**src/rtl/lbist_pkg.sv**
```systemverilog
package lbist_pkg;

    localparam int PG_W  = 4;
    localparam int NPAT  = (1 << PG_W) - 1;
    localparam int CNT_W = $clog2(NPAT + 1);
    localparam logic [PG_W-1:0] PG_SEED = 4'b0001;

    typedef enum logic [1:0] {
        ST_IDLE,
        ST_RUN,
        ST_DONE
    } bist_st_e;

    typedef struct packed {
        logic sel_pat;
        logic step;
        logic clear;
        logic done;
    } bist_ctl_s;

    function automatic logic [PG_W-1:0] pg_next(input logic [PG_W-1:0] s);
        return {s[1] ^ s[0], s[PG_W-1:1]};
    endfunction

endpackage

```
**src/rtl/lbist_prpg.sv**
```systemverilog
module lbist_prpg
    import lbist_pkg::*;
(
    input  logic            clk,
    input  logic            rst,
    input  logic            load,
    input  logic            step,
    output logic [PG_W-1:0] pat
);
    always_ff @(posedge clk) begin
        if (rst || load) begin
            pat <= PG_SEED;
        end else if (step) begin
            pat <= pg_next(pat);
        end
    end
endmodule

```
**src/rtl/lbist_cut.sv**
```systemverilog
module lbist_cut
    import lbist_pkg::*;
#(
    parameter int OUT_W = 4
) (
    input  logic [PG_W-1:0]  a,
    output logic [OUT_W-1:0] y
);
    for (genvar i = 0; i < OUT_W; i++) begin : g_bit
        localparam int I0 = i % PG_W;
        localparam int I1 = (i + 1) % PG_W;
        localparam int I2 = (i + 2) % PG_W;
        assign y[i] = a[I0] ^ (a[I1] & a[I2]);
    end
endmodule

```
**src/rtl/lbist_misr.sv**
```systemverilog
module lbist_misr #(
    parameter int W = 4
) (
    input  logic         clk,
    input  logic         rst,
    input  logic         clear,
    input  logic         en,
    input  logic [W-1:0] d,
    output logic [W-1:0] sig
);
    logic [W-1:0] sig_nxt;

    always_comb begin
        sig_nxt = {sig[1] ^ sig[0], sig[W-1:1]} ^ d;
    end

    always_ff @(posedge clk) begin
        if (rst || clear) begin
            sig <= '0;
        end else if (en) begin
            sig <= sig_nxt;
        end
    end
endmodule

```
**src/rtl/lbist_ctrl.sv**
```systemverilog
module lbist_ctrl
    import lbist_pkg::*;
(
    input  logic      clk,
    input  logic      rst,
    input  logic      test_en,
    output bist_ctl_s ctl
);
    bist_st_e         state;
    logic [CNT_W-1:0] cnt;

    always_ff @(posedge clk) begin
        if (rst) begin
            state <= ST_IDLE;
            cnt   <= '0;
        end else begin
            case (state)
                ST_IDLE: begin
                    cnt <= '0;
                    if (test_en) state <= ST_RUN;
                end
                ST_RUN: begin
                    if (!test_en) begin
                        state <= ST_IDLE;
                    end else begin
                        cnt <= cnt + 1'b1;
                        if (cnt == CNT_W'(NPAT - 1)) state <= ST_DONE;
                    end
                end
                ST_DONE: begin
                    if (!test_en) state <= ST_IDLE;
                end
                default: state <= ST_IDLE;
            endcase
        end
    end

    always_comb begin
        ctl.sel_pat = (state != ST_IDLE);
        ctl.step    = (state == ST_RUN) && test_en;
        ctl.clear   = (state == ST_IDLE);
        ctl.done    = (state == ST_DONE);
    end
endmodule

```
**src/rtl/lbist_wrap.sv**
```systemverilog
module lbist_wrap
    import lbist_pkg::*;
#(
    parameter int               OUT_W  = 4,
    parameter logic [OUT_W-1:0] GOLDEN = 4'b0111
) (
    input  logic             clk,
    input  logic             rst,
    input  logic             test_en,
    input  logic [PG_W-1:0]  sys_in,
    output logic [OUT_W-1:0] sys_out,
    output logic             bist_done,
    output logic             bist_good
);
    bist_ctl_s        ctl;
    logic [PG_W-1:0]  pg_pat;
    logic [PG_W-1:0]  cut_in;
    logic [OUT_W-1:0] cut_y;
    logic [OUT_W-1:0] sig;
    logic             path_sel;

    lbist_ctrl u_ctrl (
        .clk     (clk),
        .rst     (rst),
        .test_en (test_en),
        .ctl     (ctl)
    );

    lbist_prpg u_prpg (
        .clk  (clk),
        .rst  (rst),
        .load (ctl.clear),
        .step (ctl.step),
        .pat  (pg_pat)
    );

    assign path_sel = ctl.sel_pat;
    assign cut_in   = path_sel ? pg_pat : sys_in;

    lbist_cut #(.OUT_W(OUT_W)) u_cut (
        .a (cut_in),
        .y (cut_y)
    );

    lbist_misr #(.W(OUT_W)) u_misr (
        .clk   (clk),
        .rst   (rst),
        .clear (ctl.clear),
        .en    (ctl.step),
        .d     (cut_y),
        .sig   (sig)
    );

    assign sys_out   = cut_y;
    assign bist_done = ctl.done;
    assign bist_good = ctl.done && (sig == GOLDEN);
endmodule

```
**config.mk**
```make
export PLATFORM = sky130hd
export DESIGN_NAME = lbist_wrap
export DESIGN_NICKNAME = d
export VERILOG_FILES = /design/src/rtl/lbist_pkg.sv /design/src/rtl/lbist_prpg.sv /design/src/rtl/lbist_cut.sv /design/src/rtl/lbist_misr.sv /design/src/rtl/lbist_ctrl.sv /design/src/rtl/lbist_wrap.sv
export SDC_FILE = /design/constraint.sdc
export NUM_CORES = 1
export LEC_CHECK = 0
export BUFFER_PORTS_ARGS = -buffer_cell sky130_fd_sc_hd__buf_2
export CORE_MARGIN = 2
export CORE_UTILIZATION = 40
export CTS_CLUSTER_SIZE = 24
export DETAILED_ROUTE_END_ITERATION = 7
export RECOVER_POWER = 25
export REMOVE_ABC_BUFFERS = 1
export SKIP_LAST_GASP = 1
export SLEW_MARGIN = 20
export SYNTH_ARGS = -nofsm -noshare
export SYNTH_HDL_FRONTEND = slang
export SYNTH_HIERARCHICAL = 1
export SYNTH_SLANG_ARGS = --single-unit
```
**constraint.sdc**
```tcl
create_clock -name clk -period 3.05 [get_ports clk]
set_clock_uncertainty 0.2 [all_clocks]
set_input_delay 0 -clock clk [delete_from_list [all_inputs] [get_ports clk]]
set_output_delay 0 -clock clk [all_outputs]
set_load 0.01 [all_outputs]
```
==> impl_metrics.ini, run 1 <==
[global_routing]
gr-usage-all-layers_pct = 14.0
antenna_found_initial = 0
grt_max_degree = 15
grt_pass1_wl_um = 2170
grt_pass1_vias = 496
grt-ovfl-total = 0

[synth]
syn_inst = 77
synth_mux_area_share_pct = 11.0
synth_commonest_cells = dfxtp_1 (14), nor2_1 (8), xnor2_1 (8)
yosysTopAreaCellShare_pct = 36.2
yosys.area.top_type = dfxtp_1
yosysUniqueCellTypes = 28
yosysMostFrequentCell = dfxtp_1
synth_top_family_by_area = simple AND/OR/NAND/NOR gates
ys_ff_latch = 14
synth.cell_area_um2 = 773
synthTopCellsByArea = dfxtp_1 (36%), xnor2_1 (9.1%), a2111oi_2 (5.8%), mux2_2 (5.8%), mux2i_1 (5.2%)
ys.flop_type = dfxtp_1
synth-xor-area-share_pct = 13.3
synthSimpleGateAreaFrac_pct = 21.8
ys_warn_count = 6
synth_seq_area_share_pct = 36.2
synth_edf_count = 0
syn_avg_cell_area_um2 = 10.0
async_flop_share_pct = 0
synth_compound_area_share_pct = 11.8
synth_fa_ha_area_share_pct = 3.24

[clock_tree]
h-tree-depth = 1
numCtsBuffers = 3
cts_resized = 0
clk_latency_ns = 0.28
cts.sinks = 14
post-cts-setup-buffers = 0
clk_pin_slew_worst_paths_ns = 0.08
cts_tree = built
cts_max_path_buffers = 2
root_buffer = clkbuf_4

[drt]
firstDrtPassIters = 4
routed_via_density = 4.90
wirelength_um = 1380
vias = 583
ant_nets = 0
wl_per_cell_um = 11.6
drtIter0Drc = 6
route.detailed.drc = 0

[timing]
rsz0062_at_grt = no
drv_slew = 0
worst_slew_pin_slew_ns = 0.864
setup_viol = 0
min_period_ns = 2.69
fin_tns_setup_ns = 0
max_slew_margin_pct = 42.2
fin_crit_sh_pct = 88.0
finalHoldViolCount = 0
fmax_ghz = 0.372
fin_hold_ws_ns = 0.150

[outcome]
outcome = complete, no violations

[floorplan]
boundaryPins = 13
dieWidth_um = 48.0
die_h_um = 48.0
rows = 15
die_area_mm2 = 0.00230
initial_utilization_pct = 43.8
core_area_mm2 = 0.00176

[critical_path]
regToRegSetupSlack_ns = 0.36
cp.arrival_ns = 2.62
worst_setup_path_end_kind = flip-flop
crit_path_start_kind = flip-flop
path_class = flip-flop to flip-flop
path_max_fanout = 12
crit_required_ns = 2.99

[final_layout]
fin_area_um2 = 902
diodes = 0
nFillCells = 194
areaGrowthSynthToFinish_pct = 16.7
layout.nets = 104
drive_gt1_share_pct = 25.5

[worst_hold_path]
hold_class = primary input to flip-flop

[place]
gp_congestion = 0.726
io_buffers = 12
placed_area_um2 = 860
dp_hpwl_um = 1020

[power_and_ir_drop]
power_density_mw_per_mm2 = 416
leakage_nw = 0.352
peakVddDrop_uv = 299

[run]
max_cap_viol_count = 0
-- layer usage --
metal / vias to the layer above / share of wire (%) / routed length, um / GRT usage (%)
met2: 8 / 43 / 590 / 18.9
met1: 265 / 53 / 735 / 19.3
met4: 0 / 0 / 0 / 4.86
met3: 0 / 4.1 / 57 / 6.79
li1: 310 / - / - / -
met5: - / 0 / 0 / 0
-- flip-flops by register name, indices dropped and copies added (netlist names) --
register / count
u_prpg/pat: 4
u_ctrl/state: 2
u_ctrl/cnt: 4
u_misr/sig: 4
-- repair_timing --
| item | 4_1_cts | 5_1_grt |
|---|---|---|
| hold endpoints to repair | 14 | 0 |
| setup endpoints to repair | 0 | 0 |
| hold buffers | 2 | 0 |
-- cell families (layout without fill, tap and decap cells) --
group	Yosys count	count (layout)
flip-flops	14	14
XOR/XNOR	10	10
adder cells (fa/ha/maj)	2	2
multiplexers	8	8
buffers and inverters	5	22
AO/OA/AOI/OAI	9	9
AND/OR/NAND/NOR	29	29
-- where the power goes --
part	switching, mW	leakage, nW	internal [mW]
Clock	0.0578	0.0210	0.0726
Combinational	0.0312	0.217	0.0267
Sequential	0.00231	0.113	0.185
-- cells in the final DEF, fill, tap and decap left out --
cell type / instances
xor2_1: 1
nand2b_1: 1
dfxtp_1: 14
clkbuf_8: 1
xor3_1: 1
mux2i_1: 4
nand3b_1: 2
clkbuf_4: 3
nand4_1: 1
nand3_1: 1
or3_1: 1
and4bb_2: 1
a2111oi_2: 3
ha_1: 2
a2111oi_1: 1
nor2_1: 8
buf_2: 11
a21oi_1: 2
clkbuf_1: 1
nor3_1: 5
and4b_1: 1
inv_1: 4
nand2_1: 6
o221ai_1: 1
nand4b_1: 1
dlygate4sd3_1: 2
mux2_2: 4
xnor2_1: 8
and2b_2: 1
o21a_1: 1
o211a_1: 1
-- critical path, stage by stage, from the launching register on --
cell and delay (ns):
dfxtp_1 0.36, nor2_1 0.68, inv_1 0.24, mux2_2 0.36, xnor2_1 0.25, xor3_1 0.26, mux2i_1 0.14, nor3_1 0.05
-- stage by stage --
stage	worst slack [ns]	power, mW	utilization (%)	cells
after floorplan	0.552	0.230	-	76
after global placement	0.378	0.248	48.7	113
after detailed placement	0.337	0.249	48.7	113
after CTS	0.317	0.383	51.9	119
after global routing	0.0903	0.395	51.1	119
final	0.365	0.375	51.1	119
-- path summary, 6_finish.rpt --
path	cells past startpoint	to	start
max	7	u_misr/sig[3]	u_ctrl/state[1]
min reg2reg	2	u_ctrl/cnt[3]	u_ctrl/cnt[3]
min	5	u_misr/sig[0]	sys_in[0]
max reg2reg	7	u_misr/sig[3]	u_ctrl/state[1]
-- layout make-up --
cell class              instances  area [um^2]  area share [%]
multi-input cells              58          460            51.0
flip-flops and latches         14          280            31.1
repair buffers                 14         78.8            8.74
clock buffers                   4         36.3            4.02
well taps                      25         31.3            3.47
inverters                       4         15.0            1.66
(Power assumes the default switching activity.)
==> run 2: changes to the inputs <==
==> constraint.sdc (replaced) <==
create_clock -name clk -period 2.93 [get_ports clk]
set_clock_uncertainty 0.2 [all_clocks]
set_input_delay 0 -clock clk [delete_from_list [all_inputs] [get_ports clk]]
set_output_delay 0 -clock clk [all_outputs]
set_load 0.01 [all_outputs]
==> impl_metrics.ini, run 2 (synthesis gave the netlist of run 1 again) <==
[clock_tree]
clk_latency_ns = 0.28
cts_max_path_buffers = 2
h-tree-depth = 1
post-cts-setup-buffers = 0
cts.sinks = 14
clk_pin_slew_worst_paths_ns = 0.08
numCtsBuffers = 3
root_buffer = clkbuf_4
cts_tree = built

[critical_path]
crit_required_ns = 2.91
critPathSlowestCell = nor2_2
crit_family = simple AND/OR/NAND/NOR gates
worst-path-buf-inv = 1
cpMostUsedCell = xnor2_1
slowest_delay_ns = 0.44
cp_cell_sequence = nor2_2 -> inv_1 -> mux2_2 -> nand2_1 -> xnor2_1 -> xnor2_1 -> a2111oi_2
regToRegSetupSlack_ns = 0.55
crit_path_start_kind = flip-flop
cp.arrival_ns = 2.36
path_class = flip-flop to flip-flop
worst_setup_path_end_kind = flip-flop
path_max_fanout = 12

[outcome]
outcome = complete, no violations

[place]
placed_area_um2 = 860
dp_hpwl_um = 1020
io_buffers = 12
gp_congestion = 0.726
dpl.cell_count = 113

[floorplan]
dieWidth_um = 48.0
die_h_um = 48.0
core_area_mm2 = 0.00176
initial_utilization_pct = 43.8
die_area_mm2 = 0.00230
boundaryPins = 13
rows = 15

[timing]
worst_slew_pin_slew_ns = 0.516
max_slew_margin_pct = 65.6
fin_crit_sh_pct = 81.4
fin_hold_ws_ns = 0.151
rsz0062_at_grt = no
fmax_ghz = 0.419
setup_viol = 0
fin_tns_setup_ns = 0
drv_slew = 0
min_period_ns = 2.38
finalHoldViolCount = 0

[final_layout]
drive_gt1_share_pct = 26.6
final_cells = 119
reg_top3 = u_ctrl/cnt: 4 flops, u_misr/sig: 4 flops, u_prpg/pat: 4 flops
nFillCells = 194
seq_area_um2 = 280
mostFrequentLayoutCells = dfxtp_1 (14), buf_2 (11), xnor2_1 (8)
fin_area_um2 = 905
areaGrowthSynthToFinish_pct = 17.0
diodes = 0
final_common_cell = dfxtp_1
multi_input_area_um2 = 463
layout.nets = 104

[drt]
wirelength_um = 1370
vias = 582
wl_per_cell_um = 11.5
routed_via_density = 4.89
route.detailed.drc = 0
ant_nets = 0
firstDrtPassIters = 4
drtIter0Drc = 4

[global_routing]
grt_pass1_wl_um = 2170
gr-usage-all-layers_pct = 14.0
gr-max-usage-layer = met1
grt_max_degree = 15
met1_usage_pct = 19.3
grt-ovfl-total = 0
antenna_found_initial = 0
grt_use_met2_pct = 18.9
grtUsageMet3_pct = 6.79
grt_pass1_vias = 496

[run]
max_cap_viol_count = 0

[power_and_ir_drop]
peakVddDrop_uv = 310
leakage_nw = 0.352
power_density_mw_per_mm2 = 431

[worst_hold_path]
hold_class = primary input to flip-flop
-- run 2: per-stage QoR --
stage | utilization (%) | worst slack [ns] | power, mW
after floorplan | - | 0.432 | 0.239
after global placement | 48.7 | 0.258 | 0.258
after detailed placement | 48.7 | 0.217 | 0.259
after CTS | 51.9 | 0.197 | 0.398
after global routing | 51.3 | 0.298 | 0.412
final | 51.3 | 0.546 | 0.390
-- run 2: metal layers --
metal | share of wire, % | vias up
li1 | - | 310
met1 | 52 | 262
met2 | 43 | 10
met3 | 4.6 | 0
met4 | 0 | 0
met5 | 0 | -
-- run 2: power by group --
| group | internal (mW) | leakage, nW | switching (mW) |
|---|---|---|---|
| clock | 0.0756 | 0.0210 | 0.0595 |
| sequential | 0.192 | 0.113 | 0.00254 |
| combinational | 0.0279 | 0.218 | 0.0323 |
-- run 2: repair_timing --
action,4_1_cts,5_1_grt
setup endpoints to repair,0,2
gates resized for setup,0,1
hold buffers,2,0
endpoints found under the hold margin,14,0
-- run 2: worst register-to-register path: cells and delay by family (launching register included) --
kind / cells / cell delay (ns)
muxes: 1 / 0.31
buffers and inverters: 1 / 0.20
and+or+nand+nor: 2 / 0.51
DFF: 1 / 0.36
AOI/OAI and AO/OA: 1 / 0.35
xor gates and xnor gates: 2 / 0.36
-- run 2: cell type report --
cell class / count / area share [%]
multi-input cells: 58 / 51.2
flip-flops and latches: 14 / 31.0
repair buffers: 14 / 8.71
clock buffers: 4 / 4.01
well taps: 25 / 3.46
inverters: 4 / 1.66
-- run 2: worst paths after layout --
path	start	endpoint	cells past startpoint
worst max-delay path	u_ctrl/state[1]	u_misr/sig[1]	7
worst min register to register	u_ctrl/cnt[3]	u_ctrl/cnt[3]	2
worst min-delay path	sys_in[0]	u_misr/sig[0]	5
worst max register to register	u_ctrl/state[1]	u_misr/sig[1]	7
